<file path="config.mk">
export PLATFORM = sky130hd
export DESIGN_NAME = byte_fifo_wm
export DESIGN_NICKNAME = d
export VERILOG_FILES = /design/src/rtl/fifo_wm_pkg.sv /design/src/rtl/fifo_store.sv /design/src/rtl/fifo_alerts.sv /design/src/rtl/fifo_ctrl.sv /design/src/rtl/byte_fifo_wm.sv
export SDC_FILE = /design/constraint.sdc
export NUM_CORES = 2
export LEC_CHECK = 0
export BUFFER_PORTS_ARGS = -buffer_cell sky130_fd_sc_hd__buf_2
export CORE_UTILIZATION = 40
export DETAILED_ROUTE_END_ITERATION = 7
export SYNTH_ARGS = -nofsm -noshare
export SYNTH_HDL_FRONTEND = slang
export SYNTH_HIERARCHICAL = 1
export SYNTH_SLANG_ARGS = --single-unit
</file>
<file path="constraint.sdc">
create_clock -name clk -period 10.9 [get_ports clk]
set_input_delay 1.635 -clock clk [delete_from_list [all_inputs] [get_ports clk]]
set_output_delay 1.635 -clock clk [all_outputs]
set_load 0.005 [all_outputs]
</file>
<file path="src/rtl/fifo_wm_pkg.sv">
package fifo_wm_pkg;

    typedef enum logic [1:0] {
        S_EMPTY   = 2'd0,
        S_PARTIAL = 2'd1,
        S_FULL    = 2'd2
    } fill_state_e;

    typedef enum logic [1:0] {
        A_DATA = 2'd0,
        A_CTRL = 2'd1,
        A_WLVL = 2'd2,
        A_LEN  = 2'd3
    } reg_addr_e;

    localparam int CTL_SIZE  = 7;
    localparam int CTL_HI    = 6;
    localparam int CTL_LO    = 5;
    localparam int CTL_FLUSH = 4;
    localparam int CTL_WLMSB = 2;

endpackage

</file>
<file path="src/rtl/fifo_store.sv">
module fifo_store #(
    parameter int DATA_W = 8,
    parameter int DEPTH  = 512,
    parameter int ADDR_W = $clog2(DEPTH)
) (
    input  logic              clk,
    input  logic              we,
    input  logic [ADDR_W-1:0] waddr,
    input  logic [DATA_W-1:0] wdata,
    input  logic [ADDR_W-1:0] raddr,
    output logic [DATA_W-1:0] rdata
);

    logic [DATA_W-1:0] mem [DEPTH];

    always_ff @(posedge clk) begin
        if (we) begin
            mem[waddr] <= wdata;
        end
    end

    assign rdata = mem[raddr];

endmodule

</file>
<file path="src/rtl/fifo_alerts.sv">
module fifo_alerts #(
    parameter int CNT_W = 10,
    parameter int WL_W  = 9
) (
    input  logic             clk,
    input  logic             rst_n,
    input  logic [CNT_W-1:0] count,
    input  logic [CNT_W-1:0] cap,
    input  logic [WL_W-1:0]  level,
    output logic             hi_alert,
    output logic             lo_alert
);

    logic [CNT_W-1:0] level_ext;
    logic [CNT_W-1:0] room;

    always_comb begin
        level_ext = CNT_W'(level);
        room      = cap - count;
        hi_alert  = (room <= level_ext);
        lo_alert  = (count <= level_ext);
    end

    // an empty buffer is always at or below any water level
    a_r7_low_when_empty: assert property (@(posedge clk) disable iff (!rst_n)
        (count == '0) |-> lo_alert);

    // a full buffer has zero room, which is at or below any level
    a_r6_high_when_full: assert property (@(posedge clk) disable iff (!rst_n)
        (count == cap) |-> hi_alert);

endmodule

</file>
<file path="src/rtl/fifo_ctrl.sv">
module fifo_ctrl
    import fifo_wm_pkg::*;
#(
    parameter int DEPTH_BIG   = 512,
    parameter int DEPTH_SMALL = 255,
    parameter int PTR_W       = $clog2(DEPTH_BIG),
    parameter int CNT_W       = $clog2(DEPTH_BIG + 1)
) (
    input  logic             clk,
    input  logic             rst_n,
    input  logic             push,
    input  logic             pop,
    input  logic             flush,
    input  logic             small_mode,
    output logic [PTR_W-1:0] wptr,
    output logic [PTR_W-1:0] rptr,
    output logic [CNT_W-1:0] count,
    output logic [CNT_W-1:0] cap,
    output logic             push_ok,
    output fill_state_e      state,
    output logic             overflow,
    output logic             underflow
);

    fill_state_e      state_nxt;
    logic             pop_ok;
    logic [CNT_W-1:0] count_nxt;
    logic [CNT_W-1:0] last_idx;

    function automatic logic [PTR_W-1:0] step_ptr(input logic [PTR_W-1:0] p,
                                                  input logic [CNT_W-1:0] lst);
        return (CNT_W'(p) == lst) ? '0 : p + PTR_W'(1);
    endfunction

    always_comb begin
        cap       = small_mode ? CNT_W'(DEPTH_SMALL) : CNT_W'(DEPTH_BIG);
        last_idx  = cap - CNT_W'(1);
        push_ok   = push && (state != S_FULL) && !flush;
        pop_ok    = pop && (state != S_EMPTY) && !flush;
        count_nxt = count + CNT_W'(push_ok) - CNT_W'(pop_ok);
    end

    // next-state logic
    always_comb begin
        state_nxt = state;
        unique case (state)
            S_EMPTY: begin
                if (push_ok) state_nxt = S_PARTIAL;
            end
            S_PARTIAL: begin
                if (count_nxt == '0)      state_nxt = S_EMPTY;
                else if (count_nxt == cap) state_nxt = S_FULL;
            end
            S_FULL: begin
                if (pop_ok) state_nxt = S_PARTIAL;
            end
            default: state_nxt = S_EMPTY;
        endcase
        if (flush) state_nxt = S_EMPTY;
    end

    // state register
    always_ff @(posedge clk or negedge rst_n) begin
        if (!rst_n) state <= S_EMPTY;
        else        state <= state_nxt;
    end

    // pointers and count
    always_ff @(posedge clk or negedge rst_n) begin
        if (!rst_n) begin
            wptr  <= '0;
            rptr  <= '0;
            count <= '0;
        end else if (flush) begin
            wptr  <= '0;
            rptr  <= '0;
            count <= '0;
        end else begin
            if (push_ok) wptr <= step_ptr(wptr, last_idx);
            if (pop_ok)  rptr <= step_ptr(rptr, last_idx);
            count <= count_nxt;
        end
    end

    // outputs: sticky error flags
    always_ff @(posedge clk or negedge rst_n) begin
        if (!rst_n) begin
            overflow  <= 1'b0;
            underflow <= 1'b0;
        end else if (flush) begin
            overflow  <= 1'b0;
            underflow <= 1'b0;
        end else begin
            if (push && (state == S_FULL))  overflow  <= 1'b1;
            if (pop && (state == S_EMPTY)) underflow <= 1'b1;
        end
    end

    a_r2_count_within_cap: assert property (@(posedge clk) disable iff (!rst_n)
        count <= cap);

    a_r3_empty_state_matches: assert property (@(posedge clk) disable iff (!rst_n)
        (state == S_EMPTY) == (count == '0));

    a_r4_flush_clears: assert property (@(posedge clk) disable iff (!rst_n)
        flush |=> (count == '0) && !overflow && !underflow);

    a_r9_full_write_dropped: assert property (@(posedge clk) disable iff (!rst_n)
        (state == S_FULL && push && !pop && !flush) |=> $stable(count) && $stable(wptr) && overflow);

    a_r10_empty_read_flags: assert property (@(posedge clk) disable iff (!rst_n)
        (state == S_EMPTY && pop && !flush) |=> underflow && $stable(rptr));

    a_r11_push_pop_keeps_count: assert property (@(posedge clk) disable iff (!rst_n)
        (push_ok && pop_ok) |=> $stable(count));

endmodule

</file>
<file path="src/rtl/byte_fifo_wm.sv">
module byte_fifo_wm
    import fifo_wm_pkg::*;
#(
    parameter int DATA_W      = 8,
    parameter int DEPTH_BIG   = 512,
    parameter int DEPTH_SMALL = 255
) (
    input  logic        clk,
    input  logic        rst_n,
    input  logic [1:0]  reg_addr,
    input  logic        reg_wr,
    input  logic        reg_rd,
    input  logic [7:0]  reg_wdata,
    output logic [7:0]  reg_rdata,
    output logic        hi_alert,
    output logic        lo_alert,
    output logic        overflow,
    output logic        underflow
);

    localparam int PTR_W = $clog2(DEPTH_BIG);
    localparam int CNT_W = $clog2(DEPTH_BIG + 1);
    localparam int WL_W  = PTR_W;

    logic              small_q;
    logic [7:0]        wl_lo_q;
    logic              wl_hi_q;
    logic              ctrl_wr, wl_wr, push, pop, flush;
    logic [PTR_W-1:0]  wptr, rptr;
    logic [CNT_W-1:0]  count, cap;
    logic              push_ok;
    fill_state_e       state;
    logic [DATA_W-1:0] head;
    logic [WL_W-1:0]   wl_eff;

    always_comb begin
        ctrl_wr = reg_wr && (reg_addr == A_CTRL);
        wl_wr   = reg_wr && (reg_addr == A_WLVL);
        push    = reg_wr && (reg_addr == A_DATA);
        pop     = reg_rd && (reg_addr == A_DATA);
        flush   = ctrl_wr && (reg_wdata[CTL_FLUSH] || (reg_wdata[CTL_SIZE] != small_q));
        wl_eff  = WL_W'({(wl_hi_q && !small_q), wl_lo_q});
    end

    always_ff @(posedge clk or negedge rst_n) begin
        if (!rst_n) begin
            small_q <= 1'b1;
            wl_hi_q <= 1'b0;
            wl_lo_q <= '0;
        end else begin
            if (ctrl_wr) begin
                small_q <= reg_wdata[CTL_SIZE];
                wl_hi_q <= reg_wdata[CTL_WLMSB];
            end
            if (wl_wr) wl_lo_q <= reg_wdata;
        end
    end

    fifo_ctrl #(
        .DEPTH_BIG  (DEPTH_BIG),
        .DEPTH_SMALL(DEPTH_SMALL),
        .PTR_W      (PTR_W),
        .CNT_W      (CNT_W)
    ) u_ctrl (
        .clk       (clk),
        .rst_n     (rst_n),
        .push      (push),
        .pop       (pop),
        .flush     (flush),
        .small_mode(small_q),
        .wptr      (wptr),
        .rptr      (rptr),
        .count     (count),
        .cap       (cap),
        .push_ok   (push_ok),
        .state     (state),
        .overflow  (overflow),
        .underflow (underflow)
    );

    fifo_store #(
        .DATA_W(DATA_W),
        .DEPTH (DEPTH_BIG),
        .ADDR_W(PTR_W)
    ) u_store (
        .clk  (clk),
        .we   (push_ok),
        .waddr(wptr),
        .wdata(reg_wdata[DATA_W-1:0]),
        .raddr(rptr),
        .rdata(head)
    );

    fifo_alerts #(
        .CNT_W(CNT_W),
        .WL_W (WL_W)
    ) u_alerts (
        .clk     (clk),
        .rst_n   (rst_n),
        .count   (count),
        .cap     (cap),
        .level   (wl_eff),
        .hi_alert(hi_alert),
        .lo_alert(lo_alert)
    );

    always_comb begin
        reg_rdata = '0;
        unique case (reg_addr)
            A_DATA: reg_rdata = (state == S_EMPTY) ? 8'h00 : 8'(head);
            A_CTRL: begin
                reg_rdata[CTL_SIZE]  = small_q;
                reg_rdata[CTL_HI]    = hi_alert;
                reg_rdata[CTL_LO]    = lo_alert;
                reg_rdata[CTL_WLMSB] = small_q ? 1'b0 : wl_hi_q;
                reg_rdata[1:0]       = small_q ? 2'b00 : count[CNT_W-1 -: 2];
            end
            A_WLVL: reg_rdata = wl_lo_q;
            A_LEN:  reg_rdata = count[7:0];
            default: reg_rdata = '0;
        endcase
    end

    // in the small mode the count never needs the upper bits
    a_r8_small_count_fits: assert property (@(posedge clk) disable iff (!rst_n)
        small_q |-> (count <= CNT_W'(DEPTH_SMALL)));

    // a size change leaves the buffer empty on the next cycle
    a_r5_size_change_flushes: assert property (@(posedge clk) disable iff (!rst_n)
        (ctrl_wr && (reg_wdata[CTL_SIZE] != small_q)) |=> (count == '0));

endmodule

</file>
==> impl_metrics.json <==
{
  "cp_num_buf_inv": 4,
  "cp.depth": 13,
  "crit_top_cell": "buf_4",
  "synth_area_leaders": "edfxtp_1 (75%), mux4_2 (9.0%), mux2i_1 (4.9%), o221ai_1 (2.0%), nor2_1 (1.5%)",
  "first_global_vias": 84100,
  "drive_gt1_share_pct": 17.0,
  "drc": 6,
  "max_freq_ghz": 0.119,
  "fp-row-count": 234,
  "r2r_cells": 9,
  "hold-path-cell-count": 1,
  "critPathMaxStageDelay_ps": 1110,
  "gp_congestion": 0.874,
  "wire_per_inst_um": 30.3,
  "netlist_area_um2": 163000,
  "startpoint_type": "register",
  "syn_nets": 8497,
  "viasPerCell": 5.96,
  "grt_usage_pct": 20.6,
  "dr.first_iter.drc_count": 10100,
  "setup_tns_ps": 0,
  "synth_edf_count": 4096,
  "ir_worst_vdd_mv": 0.222,
  "hp-class": "register to register",
  "initial_core_util_pct": 40.2,
  "pin_count": 26,
  "worstPathArrival_ps": 6750,
  "cellPowerDensity_nw_per_um2": 225,
  "firstDrtPassIters": 8,
  "layout_commonest_cell": "edfxtp_1",
  "core-area_um2": 407000,
  "slew_headroom_pct": -7.71,
  "max_slew.worst_pin.slew_ps": 1590,
  "min_period_over_period_pct": 76.9,
  "synth_cell_type_count": 78,
  "syn_to_final_growth_pct": 11.7,
  "synth-main-ff-cell": "edfxtp_1",
  "clkTransAtPathRegs_ps": 70,
  "synth.avg_cell_area_um2": 19.4,
  "slowest_stage": "dfrtp_4",
  "final_util_pct": 44.9,
  "crit_path_end_kind": "primary output",
  "clk_latency_ps": 980,
  "nets": 8564,
  "critPathKind": "register to primary output",
  "final_cell_mix": "edfxtp_1 (4096), mux2i_1 (802), mux4_2 (656)",
  "crit_chain": "buf_4 > buf_12 > mux2i_1 > o221ai_1 > o22ai_1 > a22oi_1 > nand2_1 > o21ai_0 > buf_4 > o2111a_1 > o21a_1 > mux4_2 > buf_2",
  "hpwlAfterDp_um": 260000,
  "rsz0062_at_grt": "false",
  "cts_hold_buf": 0,
  "postCtsSetupBuffers": 0,
  "port_buffers": 25,
  "antenna_found_initial": 20,
  "synthArstFlopShare_pct": 1.01,
  "maxCapViolations": 1,
  "ant_nets": 0,
  "gr-total-overflow": 0,
  "skew_ps": 70.3,
  "synth_largest_area_cell": "edfxtp_1",
  "cts-buffers-inserted": 408,
  "dieHeight_um": 641,
  "synth_seq_area_share_pct": 75.9,
  "synth_top_area_share_pct": 75.2,
  "yosysWarnings": 6,
  "grt_pass1_wl_um": 618000,
  "crit_family": "compound AO/OA/AOI/OAI gates",
  "clock_sinks": 4138,
  "status": "complete, but fails checks",
  "dieArea_um2": 411000,
  "clk_root_buffer_cell": "clkbuf_16",
  "leakagePower_uw": 0.0550,
  "cts_tree": "done",
  "drv_slew": 2,
  "synth_cells": 8441,
  "synth-seq-cells": 4138,
  "violations": "design-rule violations, max-capacitance violations, max-slew violations",
  "finalSetupViolCount": 0,
  "htreeDepth": 5,
  "totalWireLength_um": 433000,
  "required_ps": 9270,
  "grt_max_degree": 186,
  "placed_cell_area_um2": 169000,
  "min_period_ps": 8390,
  "fp.dieW_um": 641,
  "final_area_um2": 183000,
  "hold_violations": 0,
  "cts_buffer_depth": 4,
  "cp_max_fo": 84,
  "vias": 85100,
  "cts_resized": 0
}
-- kinds of logic (layout without fill, tap and decap cells) --
| logic type | Yosys count | count (layout) | synth area share (%) |
|---|---|---|---|
| AO/OA/AOI/OAI | 1083 | 1083 | 4.67 |
| XOR/XNOR | 18 | 18 | 0.0964 |
| adder cells (fa/ha/maj) | 42 | 42 | 0.331 |
| buffers and inverters | 574 | 985 | 1.97 |
| flip-flops | 4138 | 4138 | 75.9 |
| multiplexers | 1470 | 1470 | 14.0 |
| other | 1 | 4 | 0.00229 |
| AND/OR/NAND/NOR | 1115 | 1115 | 3.03 |
-- per-stage QoR --
stage               hold WS, ps  power (uW)  instances  worst slack (ps)
floorplan                   471       24900       8441              5830
CTS                         512       41300      14300              2400
global route                546       42300      14300              2290
finish                      512       41100      14300              2510
global placement            490       27300      13500              3050
detailed placement          498       27400      13500              3490
-- per-layer routing --
layer  up-vias  wire [um]  GRT usage [%]
li1      35100          -              -
met1     45400     178000           29.1
met2      3942     204000           32.8
met3       674      36800           3.61
met4        10      13900           6.33
met5         -         71              0
-- power breakdown --
group / switching, uW / total, uW / internal, uW
clock network: 6020 / 14000 / 8020
logic: 5430 / 9320 / 3890
registers: 167 / 17700 / 17500
-- state kept, by name (all words and copies together) (netlist names), 2 cells and up --
signal and cells:
wl_lo_q 8, u_ctrl/rptr 9, u_ctrl/wptr 9, u_ctrl/count 10, u_ctrl/state 2, u_store/mem 4096
-- cell usage after synthesis (36+ instances only) --
library cell / n
edfxtp_1: 4096
mux2i_1: 802
mux4_2: 656
nor2_1: 635
o221ai_1: 372
clkbuf_1: 270
a21oi_1: 214
o22ai_1: 164
o21ai_0: 152
nand2_1: 129
nor3_1: 112
buf_4: 80
buf_6: 65
a22oi_1: 63
buf_2: 59
nand3_1: 51
buf_1: 42
dfrtp_1: 41
inv_1: 41
ha_1: 40
nand4_1: 39
nor4_1: 36
-- final timing paths --
path,endpoint,slack (ps),startpoint
max in group asynchronous,u_ctrl/rptr[4],9640,rst_n
setup reg to reg,u_store/mem[320][2],5910,small_q
setup / recovery,reg_rdata[0],2510,u_ctrl/rptr[0]
hold reg to reg,wl_hi_q,510,wl_hi_q
hold / removal,wl_hi_q,510,wl_hi_q
min in group asynchronous,wl_lo_q[0],760,rst_n
-- area by class of cell --
cell class                 instances  area [um2]
timing repair buffer             189        1760
clock inverter                   261        2670
antenna                            3        7.51
tap                             5428        6790
multi-input combinational       3729       36500
clock buffer                     493       10600
inverter                          42         165
fill                           34000      224000
sequential                      4138      124000
No activity file was read; power rests on OpenSTA's default activity.
